<file path="src/rtl/cbf_pkg.sv">
package cbf_pkg;

  localparam logic [15:0] CBF_POLY_REFL = 16'h8408;

  typedef enum logic [1:0] {T_IDLE, T_START, T_LOAD, T_SHIFT} tx_state_e;
  typedef enum logic [1:0] {PH_DATA, PH_CRC_LO, PH_CRC_HI}    tx_phase_e;
  typedef enum logic [1:0] {R_IDLE, R_RECV, R_SKIP, R_DRAIN}  rx_state_e;

  // One byte through the reflected CRC, bit 0 of the byte first.
  function automatic logic [15:0] crc16_byte(input logic [15:0] c, input logic [7:0] d);
    logic [15:0] r;
    r = c;
    for (int i = 0; i < 8; i++) begin
      if (r[0] ^ d[i]) r = (r >> 1) ^ CBF_POLY_REFL;
      else             r = r >> 1;
    end
    return r;
  endfunction

endpackage

</file>
<file path="src/rtl/cbf_tx.sv">
module cbf_tx #(
  parameter int          MAX_BYTES  = 16,
  parameter logic [15:0] CRC_PRESET = 16'h6363
) (
  input  logic       clk,
  input  logic       rst_n,
  input  logic       bit_en,
  input  logic       s_valid,
  output logic       s_ready,
  input  logic [7:0] s_data,
  input  logic       s_last,
  output logic       tx_bit,
  output logic       tx_stb,
  output logic       tx_busy
);
  import cbf_pkg::*;

  localparam int CNT_W      = $clog2(MAX_BYTES + 1);
  localparam int FRAME_BITS = 1 + (MAX_BYTES + 2) * 9;
  localparam int FB_W       = $clog2(FRAME_BITS + 1);

  tx_state_e        state;
  tx_phase_e        phase;
  logic [7:0]       hold_q;
  logic             hold_full, hold_last, got_last, cur_last;
  logic [CNT_W-1:0] acc_cnt;
  logic [7:0]       sh;
  logic [3:0]       bit_idx;
  logic             par_q;
  logic [15:0]      crc_q;
  logic [FB_W-1:0]  fbits;

  logic accept, take, emit, frame_end, closes;

  assign s_ready   = !hold_full && !got_last;
  assign accept    = s_valid && s_ready;
  assign take      = (state == T_LOAD) && (phase == PH_DATA) && hold_full;
  assign emit      = bit_en && ((state == T_START) || (state == T_SHIFT));
  assign frame_end = emit && (state == T_SHIFT) && (bit_idx == 4'd8) && (phase == PH_CRC_HI);
  assign closes    = s_last || (acc_cnt == CNT_W'(MAX_BYTES - 1));

  assign tx_stb  = emit;
  assign tx_bit  = (state == T_START) ? 1'b1 : ((bit_idx == 4'd8) ? par_q : sh[0]);
  assign tx_busy = (state != T_IDLE);

  // One-byte holding register between the source and the serializer.
  always_ff @(posedge clk) begin
    if (!rst_n) begin
      hold_q    <= '0;
      hold_full <= 1'b0;
      hold_last <= 1'b0;
      got_last  <= 1'b0;
      acc_cnt   <= '0;
    end else begin
      if (accept) begin
        hold_q    <= s_data;
        hold_full <= 1'b1;
        hold_last <= closes;
        got_last  <= closes;
        acc_cnt   <= acc_cnt + 1'b1;
      end else if (take) begin
        hold_full <= 1'b0;
      end
      if (frame_end) begin
        got_last <= 1'b0;
        acc_cnt  <= '0;
      end
    end
  end

  // Serializer.
  always_ff @(posedge clk) begin
    if (!rst_n) begin
      state    <= T_IDLE;
      phase    <= PH_DATA;
      sh       <= '0;
      bit_idx  <= '0;
      par_q    <= 1'b1;
      cur_last <= 1'b0;
      crc_q    <= CRC_PRESET;
    end else begin
      unique case (state)
        T_IDLE: if (hold_full) begin
          state <= T_START;
          phase <= PH_DATA;
          crc_q <= CRC_PRESET;
        end
        T_START: if (bit_en) state <= T_LOAD;
        T_LOAD: begin
          if (phase == PH_DATA) begin
            if (hold_full) begin
              sh       <= hold_q;
              cur_last <= hold_last;
              crc_q    <= crc16_byte(crc_q, hold_q);
              bit_idx  <= '0;
              par_q    <= 1'b1;
              state    <= T_SHIFT;
            end
          end else begin
            sh      <= (phase == PH_CRC_LO) ? crc_q[7:0] : crc_q[15:8];
            bit_idx <= '0;
            par_q   <= 1'b1;
            state   <= T_SHIFT;
          end
        end
        T_SHIFT: if (bit_en) begin
          if (bit_idx != 4'd8) begin
            sh      <= sh >> 1;
            par_q   <= par_q ^ sh[0];
            bit_idx <= bit_idx + 1'b1;
          end else begin
            unique case (phase)
              PH_DATA: begin
                if (cur_last) phase <= PH_CRC_LO;
                state <= T_LOAD;
              end
              PH_CRC_LO: begin
                phase <= PH_CRC_HI;
                state <= T_LOAD;
              end
              default: state <= T_IDLE;
            endcase
          end
        end
        default: state <= T_IDLE;
      endcase
    end
  end

  // Bits emitted in the current frame, for the length check below.
  always_ff @(posedge clk) begin
    if (!rst_n || state == T_IDLE) fbits <= '0;
    else if (emit)                 fbits <= fbits + 1'b1;
  end

  assert_stb_gated_R7: assert property (@(posedge clk) disable iff (!rst_n)
    tx_stb |-> bit_en);

  assert_frame_len_R6: assert property (@(posedge clk) disable iff (!rst_n)
    tx_stb |-> (fbits < FB_W'(FRAME_BITS)));

  assert_close_after_last_R5: assert property (@(posedge clk) disable iff (!rst_n)
    (s_valid && s_ready && s_last) |=> !s_ready);

  assert_src_stable_R5: assert property (@(posedge clk) disable iff (!rst_n)
    (s_valid && !s_ready) |=> (s_valid && $stable(s_data) && $stable(s_last)));

endmodule

</file>
<file path="src/rtl/cbf_rx.sv">
module cbf_rx #(
  parameter int          MAX_BYTES  = 16,
  parameter logic [15:0] CRC_PRESET = 16'h6363
) (
  input  logic       clk,
  input  logic       rst_n,
  input  logic       rx_bit,
  input  logic       rx_stb,
  input  logic       rx_end,
  output logic       m_valid,
  input  logic       m_ready,
  output logic [7:0] m_data,
  output logic       m_last,
  output logic       rx_done,
  output logic       rx_par_err,
  output logic       rx_crc_err,
  output logic       rx_ovf
);
  import cbf_pkg::*;

  localparam int BUF_N      = MAX_BYTES + 2;
  localparam int IDX_W      = $clog2(BUF_N + 1);
  localparam int FRAME_BITS = 1 + BUF_N * 9;
  localparam int FB_W       = $clog2(FRAME_BITS + 1);

  rx_state_e        state;
  logic [7:0]       sh;
  logic [3:0]       bit_idx;
  logic             par_acc, par_seen;
  logic [15:0]      crc_q;
  logic [FB_W-1:0]  nbits;
  logic [IDX_W-1:0] nbytes, rd_ptr, n_out;
  logic [7:0]       buf_q [BUF_N];

  logic take_bit, byte_done, too_long, perr, cerr;

  assign too_long  = (nbits == FB_W'(FRAME_BITS));
  assign take_bit  = (state == R_RECV) && !rx_end && rx_stb && !too_long;
  assign byte_done = take_bit && (bit_idx == 4'd8);
  assign perr      = par_seen || (bit_idx != 4'd0);
  assign cerr      = (nbytes < IDX_W'(3)) || (crc_q != 16'h0000);

  assign m_valid = (state == R_DRAIN);
  assign m_data  = buf_q[rd_ptr];
  assign m_last  = ((rd_ptr + IDX_W'(1)) == n_out);

  always_ff @(posedge clk) begin
    if (byte_done && (nbytes < IDX_W'(BUF_N))) buf_q[nbytes] <= sh;
  end

  always_ff @(posedge clk) begin
    if (!rst_n) begin
      state      <= R_IDLE;
      sh         <= '0;
      bit_idx    <= '0;
      par_acc    <= 1'b0;
      par_seen   <= 1'b0;
      crc_q      <= CRC_PRESET;
      nbits      <= '0;
      nbytes     <= '0;
      rd_ptr     <= '0;
      n_out      <= '0;
      rx_done    <= 1'b0;
      rx_par_err <= 1'b0;
      rx_crc_err <= 1'b0;
      rx_ovf     <= 1'b0;
    end else begin
      rx_done <= 1'b0;
      unique case (state)
        R_IDLE: if (rx_stb && rx_bit) begin
          state    <= R_RECV;
          bit_idx  <= '0;
          par_acc  <= 1'b0;
          par_seen <= 1'b0;
          crc_q    <= CRC_PRESET;
          nbits    <= FB_W'(1);
          nbytes   <= '0;
        end
        R_RECV: begin
          if (rx_end) begin
            rx_done    <= 1'b1;
            rx_par_err <= perr;
            rx_crc_err <= cerr;
            rx_ovf     <= 1'b0;
            rd_ptr     <= '0;
            n_out      <= nbytes - IDX_W'(2);
            state      <= (perr || cerr) ? R_IDLE : R_DRAIN;
          end else if (rx_stb) begin
            if (too_long) begin
              state <= R_SKIP;
            end else begin
              nbits <= nbits + 1'b1;
              if (bit_idx != 4'd8) begin
                sh      <= {rx_bit, sh[7:1]};
                par_acc <= par_acc ^ rx_bit;
                bit_idx <= bit_idx + 1'b1;
              end else begin
                if (!(par_acc ^ rx_bit)) par_seen <= 1'b1;
                crc_q   <= crc16_byte(crc_q, sh);
                nbytes  <= nbytes + 1'b1;
                bit_idx <= '0;
                par_acc <= 1'b0;
              end
            end
          end
        end
        R_SKIP: if (rx_end) begin
          rx_done    <= 1'b1;
          rx_par_err <= 1'b0;
          rx_crc_err <= 1'b0;
          rx_ovf     <= 1'b1;
          state      <= R_IDLE;
        end
        R_DRAIN: if (m_ready) begin
          rd_ptr <= rd_ptr + 1'b1;
          if (m_last) state <= R_IDLE;
        end
        default: state <= R_IDLE;
      endcase
    end
  end

  assert_done_pulse_R12: assert property (@(posedge clk) disable iff (!rst_n)
    rx_done |=> !rx_done);

  assert_end_alone_R12: assert property (@(posedge clk) disable iff (!rst_n)
    rx_end |-> !rx_stb);

  assert_hold_stream_R11: assert property (@(posedge clk) disable iff (!rst_n)
    (m_valid && !m_ready) |=> (m_valid && $stable(m_data) && $stable(m_last)));

  assert_clean_only_R11: assert property (@(posedge clk) disable iff (!rst_n)
    m_valid |-> !(rx_par_err || rx_crc_err || rx_ovf));

endmodule

</file>
<file path="src/rtl/card_bit_framer.sv">
module card_bit_framer #(
  parameter int          MAX_BYTES  = 16,
  parameter logic [15:0] CRC_PRESET = 16'h6363
) (
  input  logic       clk,
  input  logic       rst_n,
  input  logic       bit_en,
  input  logic       s_valid,
  output logic       s_ready,
  input  logic [7:0] s_data,
  input  logic       s_last,
  output logic       tx_bit,
  output logic       tx_stb,
  output logic       tx_busy,
  input  logic       rx_bit,
  input  logic       rx_stb,
  input  logic       rx_end,
  output logic       m_valid,
  input  logic       m_ready,
  output logic [7:0] m_data,
  output logic       m_last,
  output logic       rx_done,
  output logic       rx_par_err,
  output logic       rx_crc_err,
  output logic       rx_ovf
);

  cbf_tx #(.MAX_BYTES(MAX_BYTES), .CRC_PRESET(CRC_PRESET)) u_tx (
    .clk     (clk),
    .rst_n   (rst_n),
    .bit_en  (bit_en),
    .s_valid (s_valid),
    .s_ready (s_ready),
    .s_data  (s_data),
    .s_last  (s_last),
    .tx_bit  (tx_bit),
    .tx_stb  (tx_stb),
    .tx_busy (tx_busy)
  );

  cbf_rx #(.MAX_BYTES(MAX_BYTES), .CRC_PRESET(CRC_PRESET)) u_rx (
    .clk        (clk),
    .rst_n      (rst_n),
    .rx_bit     (rx_bit),
    .rx_stb     (rx_stb),
    .rx_end     (rx_end),
    .m_valid    (m_valid),
    .m_ready    (m_ready),
    .m_data     (m_data),
    .m_last     (m_last),
    .rx_done    (rx_done),
    .rx_par_err (rx_par_err),
    .rx_crc_err (rx_crc_err),
    .rx_ovf     (rx_ovf)
  );

endmodule

</file>
<file path="config.mk">
export PLATFORM = sky130hd
export DESIGN_NAME = card_bit_framer
export DESIGN_NICKNAME = d
export VERILOG_FILES = /design/src/rtl/cbf_pkg.sv /design/src/rtl/cbf_tx.sv /design/src/rtl/cbf_rx.sv /design/src/rtl/card_bit_framer.sv
export SDC_FILE = /design/constraint.sdc
export NUM_CORES = 1
export LEC_CHECK = 0
export BUFFER_PORTS_ARGS = -buffer_cell sky130_fd_sc_hd__buf_2
export CAP_MARGIN = 20
export CORE_MARGIN = 2
export CORE_UTILIZATION = 41
export CTS_CLUSTER_SIZE = 12
export DETAILED_ROUTE_END_ITERATION = 6
export PLACE_DENSITY = 0.53
export SYNTH_ARGS = -nofsm -noshare
export SYNTH_HDL_FRONTEND = slang
export SYNTH_SLANG_ARGS = --single-unit
</file>
<file path="constraint.sdc">
create_clock -name clk -period 4.88 [get_ports clk]
set_clock_uncertainty 0.05 [all_clocks]
set_input_delay 0.244 -clock clk [delete_from_list [all_inputs] [get_ports clk]]
set_output_delay 0.244 -clock clk [all_outputs]
set_load 0.02 [all_outputs]
</file>
# Yosys cells after proc, flatten, opt, wreduce, memory -nomap -nowiden
# Memories as Yosys holds them, arrays and structs flattened. A register that Yosys moved wholly into a read port is not among the register bits.
# Cells that the tools add are included.
# W data, S select, Z words.
[op_classes]
add_sub_neg = 7
magnitude_cmp = 2
eq_ne = 37
n_mux = 183
bitwise_logic = 37
reduce_logical = 53
[ops]
columns = ["operator", "count"]
rows = [
  ["$mux W16", 94],
  ["$mux W8", 9],
  ["$pmux W16 S2", 2],
  ["$not A2 Y3", 16],
  ["$mux W5", 9],
  ["$mux W2", 19],
  ["$mux W4", 9],
  ["$pmux W8 S2", 2],
  ["$mux W1", 25],
  ["$ne A2 B2 Y1 const B", 12],
  ["$pmux W5 S2", 2],
  ["$reduce_and A6 Y1", 3],
  ["$xor A1 B1 Y1", 18],
  ["$pmux W2 S4", 2],
  ["$pmux W4 S2", 2],
  ["$reduce_bool A16 Y1", 1],
  ["$reduce_bool A2 Y1", 8],
  ["$add A5 B1 Y5 const B", 3],
  ["$reduce_and A5 Y1", 3],
  ["$logic_and A1 B1 Y1", 14],
  ["$pmux W1 S2", 6],
  ["$eq A2 B2 Y1 const B", 5],
  ["$ne A2 B1 Y1 const B", 5],
  ["$ne A3 B2 Y1 const B", 3],
  ["other kinds (23)", 47],
]
[totals]
regBits = 109
mem_bits_rw = 144
input_bits = 17
word_cells = 346
n_memories = 1
[mem_list]
columns = ["memory", "depth", "word_bits", "rd", "rd_clocked_by_memory_dff", "wr", "line", "rtl"]
rows = [
  ["u_rx.buf_q", 18, 8, 1, 1, 1, "cbf_rx.sv:33", "logic [7:0] buf_q [BUF_N];"],
]

# Depth between registers and ports, before layout
# Gate-level depths: netlist (run 1).
[depth]
depth_word = 63
ltp_mapped = 10
depth_no_buf = 7

# Modules after synthesis
# From an unflattened synthesis (run 1), not the netlist that was laid out.
[hier_totals]
hier_cells = 914
area_unflattened_um2 = 11358.4
[modules_own_cells]
columns = ["module", "n_inst", "cells_per_inst", "area_per_inst_um2", "seq_area_each_um2"]
rows = [
  ["cbf_rx", 1, 599, 8795.9, 5605.4],
  ["cbf_tx", 1, 315, 2562.5, 1001.0],
]

# Least setup slack after synthesis (run 1)
# No wires, ideal clock.
[synth_timing]
path_kind = "reg-to-reg"
start = "register u_rx.bit_idx[0]"
end = "memory u_rx.buf_q[0][0] (enable)"
setup_ns = 0.370
t_arrival_ns = 1.884
path_slack_ns = 2.575
stages_incl_launch_ff = 9
n_path_buf = 1
cell_sequence = "dfxtp_1 -> inv_1 -> ha_1 -> and3b_1 -> a21bo_2 -> buf_4 -> a211oi_2 -> nand2_1 -> nor2_1"
[synth_between]
elab_chain_cells = 5
[synth_rtl]
columns = ["item", "line", "rtl"]
rows = [
  ["from (decl)", "cbf_rx.sv:28", "logic [3:0] bit_idx;"],
  ["from (signal assigned)", "cbf_rx.sv:96", "bit_idx <= bit_idx + 1'b1;"],
  ["$eq A4 B4 Y1", "cbf_rx.sv:39", "assign byte_done = take_bit && (bit_idx == 4'd8);"],
  ["$logic_and A1 B1 Y1", "cbf_rx.sv:39", ""],
  ["$logic_and A1 B1 Y1", "cbf_rx.sv:48", "if (byte_done && (nbytes < IDX_W'(BUF_N))) buf_q[nbytes] <= sh;"],
  ["$mux W1", "cbf_rx.sv:48", ""],
  ["$mux W1 (implied by the code)", "cbf_rx.sv:48", ""],
  ["to (decl)", "cbf_rx.sv:33", ""],
]
# Every way passes these cells.

==> results of run 1 <==
[critical path: cells and delay by family (launching register included)]
family,cells,cell delay [ns]
AOI/OAI and AO/OA,2,0.79
muxes,1,0.54
DFF,1,0.86
buffers and inverters,2,0.66
[layout make-up]
class                           count  area (µm²)  area share [%]
Clock buffer                       34       744.5           5.864
Clock inverter                     18       221.5           1.744
Inverter                           32       120.1          0.9461
Multi-Input combinational cell    575        4203           33.10
Sequential cell                   258        6608           52.05
Tap cell                          341       426.7           3.361
Timing Repair Buffer               55       372.9           2.937
[synth_stat cells, types with 11 or more instances]
cell type,instances
a21oi_1,34
nand4_1,12
inv_1,31
nor2_1,93
dfxtp_1,114
nand2_1,73
buf_2,11
mux2i_1,33
mux4_2,32
ha_1,19
nor4_1,11
xor2_1,32
nand3_1,27
nor2b_1,12
o22ai_1,16
xnor2_1,41
clkbuf_1,24
edfxtp_1,144
o21ai_0,28
[worst paths after layout]
path	from	end	depth (start not counted)
setup reg to reg	u_rx.state[1]$_SDFFE_PN0P_	u_rx.crc_q[12]$_SDFFE_PN0P_	7
setup / recovery	flip-flop	m_data[0]	5
hold / removal	rx_bit	u_rx.sh[7]$_SDFFE_PN0P_	3
hold reg to reg	u_tx.hold_last$_SDFFE_PN0P_	u_tx.hold_last$_SDFFE_PN0P_	2
[routing by layer]
layer / wire length (µm) / share of wire (%) / vias to the layer above
met5: 0 / 0 / -
met4: 393 / 1.6 / 0
met3: 852 / 3.4 / 29
met2: 10990 / 44 / 123
met1: 12690 / 51 / 3458
li1: - / - / 3427
[power groups by stage]
stage / registers (mW) / clock network, mW / logic (mW)
2_1_floorplan: 2.40 / 0 / 0.324
3_3_place_gp: 2.41 / 0 / 0.394
3_5_place_dp: 2.41 / 0 / 0.396
4_1_cts: 2.37 / 2.27 / 0.404
5_1_grt: 2.37 / 2.35 / 0.450
6_report: 2.37 / 2.22 / 0.403
[flip-flops by register name, indices dropped and copies added, names as in the netlist, 4 cells and up, named ones only]
signal	flops
u_rx.nbits	8
u_rx.n_out	5
u_tx.bit_idx	4
u_tx.crc_q	16
u_tx.acc_cnt	5
u_rx.rd_ptr	5
u_rx.bit_idx	4
u_rx.nbytes	5
u_rx.sh	8
u_rx.buf_q	144
u_tx.sh	8
u_tx.hold_q	8
u_rx.crc_q	16
[metrics by stage]
| step | hold slack (ns) | cells |
|---|---|---|
| 2_1_floorplan | 0.3300 | 912 |
| 3_3_place_gp | 0.3852 | 1250 |
| 3_5_place_dp | 0.3977 | 1250 |
| 4_1_cts | 0.03306 | 1312 |
| 5_1_grt | 0.06701 | 1313 |
| 6_report | 0.05201 | 1313 |
[cell families after synthesis]
kind of cell / count (synthesis)
adder cells (fa/ha/maj): 19
AO/OA/AOI/OAI: 146
buffers and inverters: 79
AND/OR/NAND/NOR: 271
multiplexers: 66
flip-flops: 258
XOR/XNOR: 73
==> reports/qor.txt, run 1 <==
Status: finished, final reports clean
Core area: 26880 µm²
Die height: 169.0 µm
Die area: 28570 µm²
Postcts setup bufs: 0
Via density: 5.359
Largest family of logic cells by synthesized area: simple AND/OR/NAND/NOR gates
Area share of the largest cell type after synthesis: 38.73%
GR Util All Layers: 17.63%
Final setup vio count: 0
Initial Util: 41.54%
Maximum vdd drop: 0.0002398 V
IO Count: 35
Routed wire length: 24.93 mm
YS warnings: 0
Power Total: 4.989 mW
Root Driver: clkbuf_16
TritonCTS buffer count: 29
Fin util: 47.24%
Sequential Power Share: 47.4%
RePlAce Congestion: 0.7487
Synthesis-to-finish area growth: 13.72%
Critical path class: reg2out
Slew @ Worst Pin: 0.9127 ns
Antenna violations before repair: 0
Max clock buf depth: 3
Count of final hold-check violations: 0
Placed Area: 11600 µm²
Layout fillers: 2467
WP data required: 4.59 ns
Post-synthesis cell type count: 61
Worst path arrival time: 3.43 ns
Synth top area cells: edfxtp_1 (39%), dfxtp_1 (20%), mux4_2 (6.5%), xnor2_1 (3.2%), nor2_1 (3.1%)
Most frequent cells in the layout: edfxtp_1 (144), dfxtp_1 (113), nor2_1 (93)
Synthesized flop and latch total: 258
Residual DRC: 0
Crit path cell chain: buf_4 -> mux4_2 -> a2111oi_0 -> a221oi_1 -> buf_2
Post-Synthesis Cell Area: 11160 µm²
Grt met2 use: 26.91%
Chip Width: 169.0 µm
Simple logic cell fraction of the synthesized area: 11.43%
Post-DRT Antenna Nets: 0
Max cap viols: 0
Post-synthesis xor/xnor area fraction: 5.727%
Register area share after synthesis: 59.17%
Setup_tns: 0 ns
Placed wire-length estimate: 16.19 mm
Crit path largest cell delay: 0.86 ns
Top FF cell, synth: edfxtp_1
CTS tree: built
GRT overflow: 0
Diode count: 0
Syn Nets: 948
TritonCTS Sinks: 258
FF-to-FF setup slack: 1.67 ns
DRT Pass-1 Iters: 4
Layout cells sized above 1: 13.58%
DR iter-0 viols: 513
First-pass GRT wire length: 39.77 mm
Critical-path top delay cell: dfxtp_2
CTS H-Tree Depth: 1
GR Layer Usage met3: 2.478%
Crit start category: flip-flop
IO Port Bufs: 34
Tcrit/Tclk final: 76.34%
Via count: 7037
Combinational share of power: 8.1%
# resized after CTS: 0
Most Crowded Layer GR: met2
CP endpoint kind: output pin
Tmin final: 3.725 ns
Final worst slack: 1.155 ns
Hold_buf cts: 10
Clock share of power: 44.5%
Final layout net count: 987
Post-synth EDFFs: 144
RSZ-0062 raised after global routing: false
Largest net degree at the start of global routing: 31
Routed WL per cell: 18.99 µm
Dpl ws: 1.679 ns
Net switching power: 1.171 mW
Asr flop ratio synth: 0%
Met1 Usage GRT: 26.73%
Worst min-delay path class: in2reg
Complex-gate fraction of the synthesized area: 8.842%
Cell Rows: 60
Synth Area in Adders: 2.129%
Maximum clock rate: 268.4 MHz
Max Transition Viols Final: 0
Design area: 12700 µm²
Power density over the cells: 393.0 nW/µm²
Pleak: 4.366 nW
Worst skew pair latency: 0.55 ns
Post-Syn Instances: 912
Leading area contributor after synthesis: edfxtp_1
Relative slew slack: 38.78%
Max Fanout on Critical Path: 23
Number of global-route vias before repair: 6901
Post-synthesis mux area share: 9.515%
Commonest non-fill, non-tap cell in the layout: edfxtp_1
Worst-path clk slew: 0.06 ns
Avg Cell Area, Syn: 12.24 µm²
Internal power: 3.818 mW
Switching Fraction: 23.47%
No activity file was read; power rests on OpenSTA's default activity.
==> run 2, diff against run 1 <==
Settings changed: PLACE_DENSITY 0.53 to 0.56.
Clock period 4.88 ns to 3.3 ns, I/O delays scaled along.
==> run 2 against run 1 <==
Net effect:
- hold slack worse by 0.028 ns
- final area up 1.1%
- sequential cell count stayed put
- wire length shrank 3.1%
- final cell count grew 1.9%
- sequential share of layout area fell by 0.55 points
- clock power grew 38%
- critical endpoint is now m_data[5]
- largest cell class unchanged
==> reports/qor.txt, run 2 (same netlist as run 1, synthesis figures left out) <==
Final worst slack: 0.2306 ns
TritonCTS Sinks: 258
Max clock buf depth: 3
IO Count: 35
Via count: 7068
TritonCTS buffer count: 28
Power Total: 7.177 mW
Hold EP: u_tx.crc_q[9]$_SDFFE_PN1P_
Maximum clock rate: 325.8 MHz
Count of final hold-check violations: 0
CTS tree: built
Post-DRT Antenna Nets: 0
CTS H-Tree Depth: 1
GR Util All Layers: 17.38%
Antenna violations before repair: 0
RSZ-0062 raised after global routing: false
R2r startpoint: u_rx.state[1]$_SDFFE_PN0P_
Max cap viols: 0
Largest regs: u_rx.buf_q x144, u_rx.crc_q x16, u_tx.crc_q x16
Postcts setup bufs: 0
Crit start category: flip-flop
Most frequent cells in the layout: edfxtp_1 (144), dfxtp_1 (113), nor2_1 (93)
Core area: 26880 µm²
Worst path arrival time: 2.85 ns
Die height: 169.0 µm
Reg2Reg Capture Point: u_rx.crc_q[0]$_SDFFE_PN1P_
Design area: 12830 µm²
Crit path cell chain: mux4_2 -> nor2b_1 -> a2111oi_0 -> a221oi_1 -> buf_2
Routed WL per cell: 18.06 µm
Max reg flops: 144
Relative slew slack: 43.81%
Tmin final: 3.069 ns
FF+latch area: 6608 µm²
Status: finished, final reports clean
First-pass GRT wire length: 39.56 mm
RePlAce Congestion: 0.7477
Critical-path top delay cell: a2111oi_0
GRT overflow: 0
Setup_tns: 0 ns
CP endpoint kind: output pin
R2r worst-path depth: 10
DRT Pass-1 Iters: 4
FF-to-FF setup slack: 0.66 ns
Max Fanout on Critical Path: 9
Number of global-route vias before repair: 7094
Chip Width: 169.0 µm
Slew @ Worst Pin: 0.8357 ns
Min-Delay Path Depth: 2
Power density over the cells: 559.3 nW/µm²
Residual DRC: 0
Min-delay src: rst_n
Placed wire-length estimate: 15.92 mm
Commonest non-fill, non-tap cell in the layout: edfxtp_1
IO Port Bufs: 34
Biggest register: u_rx.buf_q
Dpl ws: 0.6257 ns
Synthesis-to-finish area growth: 14.93%
Multi-input gate area: 4205 µm²
Layout cells sized above 1: 15.75%
Worst skew pair latency: 0.54 ns
WP data required: 3.08 ns
Maximum vdd drop: 0.0003633 V
Layout fillers: 2471
Critical path class: reg2out
Diode count: 0
Routed wire length: 24.17 mm
Final layout net count: 1011
Die area: 28570 µm²
Worst-path clk slew: 0.06 ns
Worst Hold Slack: 0.02430 ns
Final setup vio count: 0
Placed Area: 11800 µm²
Pleak: 4.472 nW
Cell Rows: 60
Root Driver: clkbuf_16
Crit path largest cell delay: 0.72 ns
Max Transition Viols Final: 0
Largest net degree at the start of global routing: 39
Worst min-delay path class: in2reg
Tcrit/Tclk final: 93.01%
DR iter-0 viols: 471
Initial Util: 41.54%
Via density: 5.283
[run 2: changes by cell type in the layout (fill, tap and decap cells not counted), moves of 3 or more]
cell and delta:
buf_4 +23, clkinv_1 -6, clkbuf_1 +4, clkbuf_8 +5, bufinv_16 -3
[run 2: worst max-delay path, delay by kind of cell (launching register included)]
family / cells / cell delay [ns]
compound gates: 2 / 0.89
mux: 1 / 0.54
flops: 1 / 0.53
buf+inv: 1 / 0.22
simple gates: 1 / 0.14
[run 2: worst max path at each step]
stage	end	slack (ns)	cells after the start	from
global placement	m_data[6]	0.65	6	flip-flop
CTS	m_data[6]	0.04	6	flip-flop
finish	m_data[5]	0.23	5	flip-flop
detailed placement	m_data[6]	0.63	6	flip-flop
global route	m_data[1]	0.02	6	flip-flop
floorplan	u_rx.buf_q[0][0]$_DFFE_PP_	1.0	8	u_rx.bit_idx[0]$_SDFFE_PN0P_
[run 2: per-stage QoR]
stage	util (%)	cells
final	47.74	1338
after global routing	47.74	1338
after CTS	47.73	1338
after detailed placement	43.89	1274
after global placement	43.89	1274
after floorplan	-	912
[run 2: what timing repair did]
action / CTS / global route
endpoints found under the setup margin: 0 / 2
hold buffers: 12 / 0
gates resized for setup: 0 / 2
endpoints found under the hold margin: 16 / 0
[run 2: metal layers]
metal / vias to the layer above / global-route usage (%) / routed length (µm)
met5: - / 0 / 0
met4: 0 / 4.125 / 464
met3: 30 / 2.315 / 784
met2: 115 / 27.62 / 10900
met1: 3442 / 25.43 / 12020
li1: 3481 / - / -
[run 2: area by class of cell]
cell class	instances	share of cell area (%)
clock inverter	10	0.8581
inverter	32	0.9361
multi-input combinational	575	32.77
sequential	258	51.50
timing repair buffer	80	4.349
tap	341	3.325
clock buffer	42	6.260
[run 2: power breakdown]
group          total [mW]  leakage (nW)  switching, mW  internal [mW]
logic               0.629          1.59          0.386          0.243
registers            3.49          2.43         0.0599           3.43
clock network        3.06         0.452           1.23           1.83
==> run 3, diff against run 2 <==
Settings changed: REMOVE_ABC_BUFFERS set to 1.
==> run 3 against run 2 <==
Net effect:
- wire length decreased by 0.93%
- combinational power about the same
- global-route usage decreased by 0.089 points
- clock-buffer cell count down 8
- sequential cell count stayed put
- via count rose by 0.25%
- clock power is 8.2% lower
- die area unchanged
==> reports/qor.txt, run 3 (same netlist as run 1, synthesis figures left out) <==
Reg2Reg Capture Point: u_rx.crc_q[3]$_SDFFE_PN0P_
Max clock buf depth: 3
Pleak: 4.477 nW
Worst skew pair latency: 0.55 ns
Relative slew slack: 44.22%
Post-DRT Antenna Nets: 0
Max Transition Viols Final: 0
Die height: 169.0 µm
Placed instance count: 1283
Via density: 5.272
TritonCTS buffer count: 28
Postcts setup bufs: 0
TritonCTS Sinks: 258
GR Util All Layers: 17.29%
Final setup vio count: 0
Tmin final: 2.936 ns
Final layout net count: 1020
Commonest non-fill, non-tap cell in the layout: edfxtp_1
Core area: 26880 µm²
Slew @ Worst Pin: 0.8355 ns
Routed wire length: 23.94 mm
Design area: 12810 µm²
Hold EP: u_tx.crc_q[8]$_SDFFE_PN1P_
Most frequent cells in the layout: edfxtp_1 (144), dfxtp_1 (113), nor2_1 (93)
IO Count: 35
Max cap viols: 0
WP data required: 3.08 ns
Placed Area: 11860 µm²
CTS tree: built
Layout fillers: 2413
Min-delay src: rst_n
R2r startpoint: u_rx.state[1]$_SDFFE_PN0P_
Worst-path clk slew: 0.06 ns
Max Fanout on Critical Path: 14
Layout cells sized above 1: 16.05%
Worst min-delay path class: in2reg
Diode count: 0
Setup_tns: 0 ns
RePlAce Congestion: 0.8015
Routed WL per cell: 17.81 µm
Root Driver: clkbuf_16
Critical path class: reg2out
Count of final hold-check violations: 0
Placed wire-length estimate: 15.49 mm
Layout Cells excl Fill: 1344
First-pass GRT wire length: 39.21 mm
Largest net degree at the start of global routing: 39
DR iter-0 viols: 461
GR Layer Usage met3: 2.338%
Fin util: 47.65%
Worst Hold Slack: 0.03376 ns
CTS H-Tree Depth: 1
Synthesis-to-finish area growth: 14.71%
Chip Width: 169.0 µm
Cell Rows: 60
RSZ-0062 raised after global routing: false
CP endpoint kind: output pin
Antenna violations before repair: 0
Initial Util: 41.54%
Via count: 7086
Power Total: 6.928 mW
Residual DRC: 0
Maximum clock rate: 340.5 MHz
R2r worst-path depth: 7
Tcrit/Tclk final: 88.98%
Most Crowded Layer GR: met2
Number of global-route vias before repair: 7142
FF-to-FF setup slack: 0.76 ns
GRT overflow: 0
Worst path arrival time: 2.72 ns
Dpl ws: 0.7591 ns
IO Port Bufs: 34
Maximum vdd drop: 0.0003863 V
DRT Pass-1 Iters: 5
Die area: 28570 µm²
Final worst slack: 0.3635 ns
Crit start category: flip-flop
Status: finished, final reports clean
Power density over the cells: 540.9 nW/µm²
Biggest register: u_rx.buf_q
Grt met2 use: 29.86%
Max reg flops: 144
Largest regs: u_rx.buf_q x144, u_rx.crc_q x16, u_tx.crc_q x16
Met1 Usage GRT: 23.32%
Min-Delay Path Depth: 3
## run 3: cell count changes in the layout (fill, tap and decap cells not counted), moves of 4 or more
cell | previous run | this run
buf_4 | 33 | 42
clkbuf_8 | 5 | 1
clkbuf_1 | 9 | 5
clkinv_1 | 2 | 8
## run 3: power breakdown
group          switching [mW]  internal, mW  total (mW)
combinational           0.388         0.243       0.630
sequential             0.0620          3.43        3.49
clock                    1.24          1.57        2.81
total                    1.68          5.24        6.93
## run 3: cell type report
class	instances	area, µm²	area share, %
clock buffers	34	733.2	5.725
clock inverters	15	91.34	0.7132
inverters	32	120.1	0.9379
multi-input cells	575	4203	32.82
flip-flops and latches	258	6608	51.59
well taps	341	426.7	3.331
repair buffers	89	625.6	4.885
## run 3: critical path: stages (launching register included)
cell       delay [ns]
dfxtp_1          0.78
buf_4            0.28
mux4_2           0.31
a2111oi_0        0.50
a221oi_1         0.11
buf_2            0.20
## run 3: how the worst max path moves through the flow
stage | start | to | cells after the start
after floorplan | flip-flop | m_data[0] | 4
after global placement | u_rx.state[1]$_SDFFE_PN0P_ | u_rx.nbytes[1]$_SDFFE_PN0P_ | 7
after detailed placement | u_rx.state[1]$_SDFFE_PN0P_ | u_rx.crc_q[3]$_SDFFE_PN0P_ | 7
after CTS | flip-flop | m_data[7] | 5
after global routing | flip-flop | m_data[7] | 5
final | flip-flop | m_data[7] | 5
## run 3: what timing repair did
| action | in CTS | in global routing |
|---|---|---|
| hold buffers | 12 | 0 |
| endpoints found under the hold margin | 17 | 0 |
| resized for setup | 0 | 0 |
## run 3: routing by layer
layer / vias up / part of all wire [%]
li1: 3493 / -
met1: 3463 / 46
met2: 100 / 49
met3: 30 / 3.1
met4: 0 / 1.8
met5: - / 0
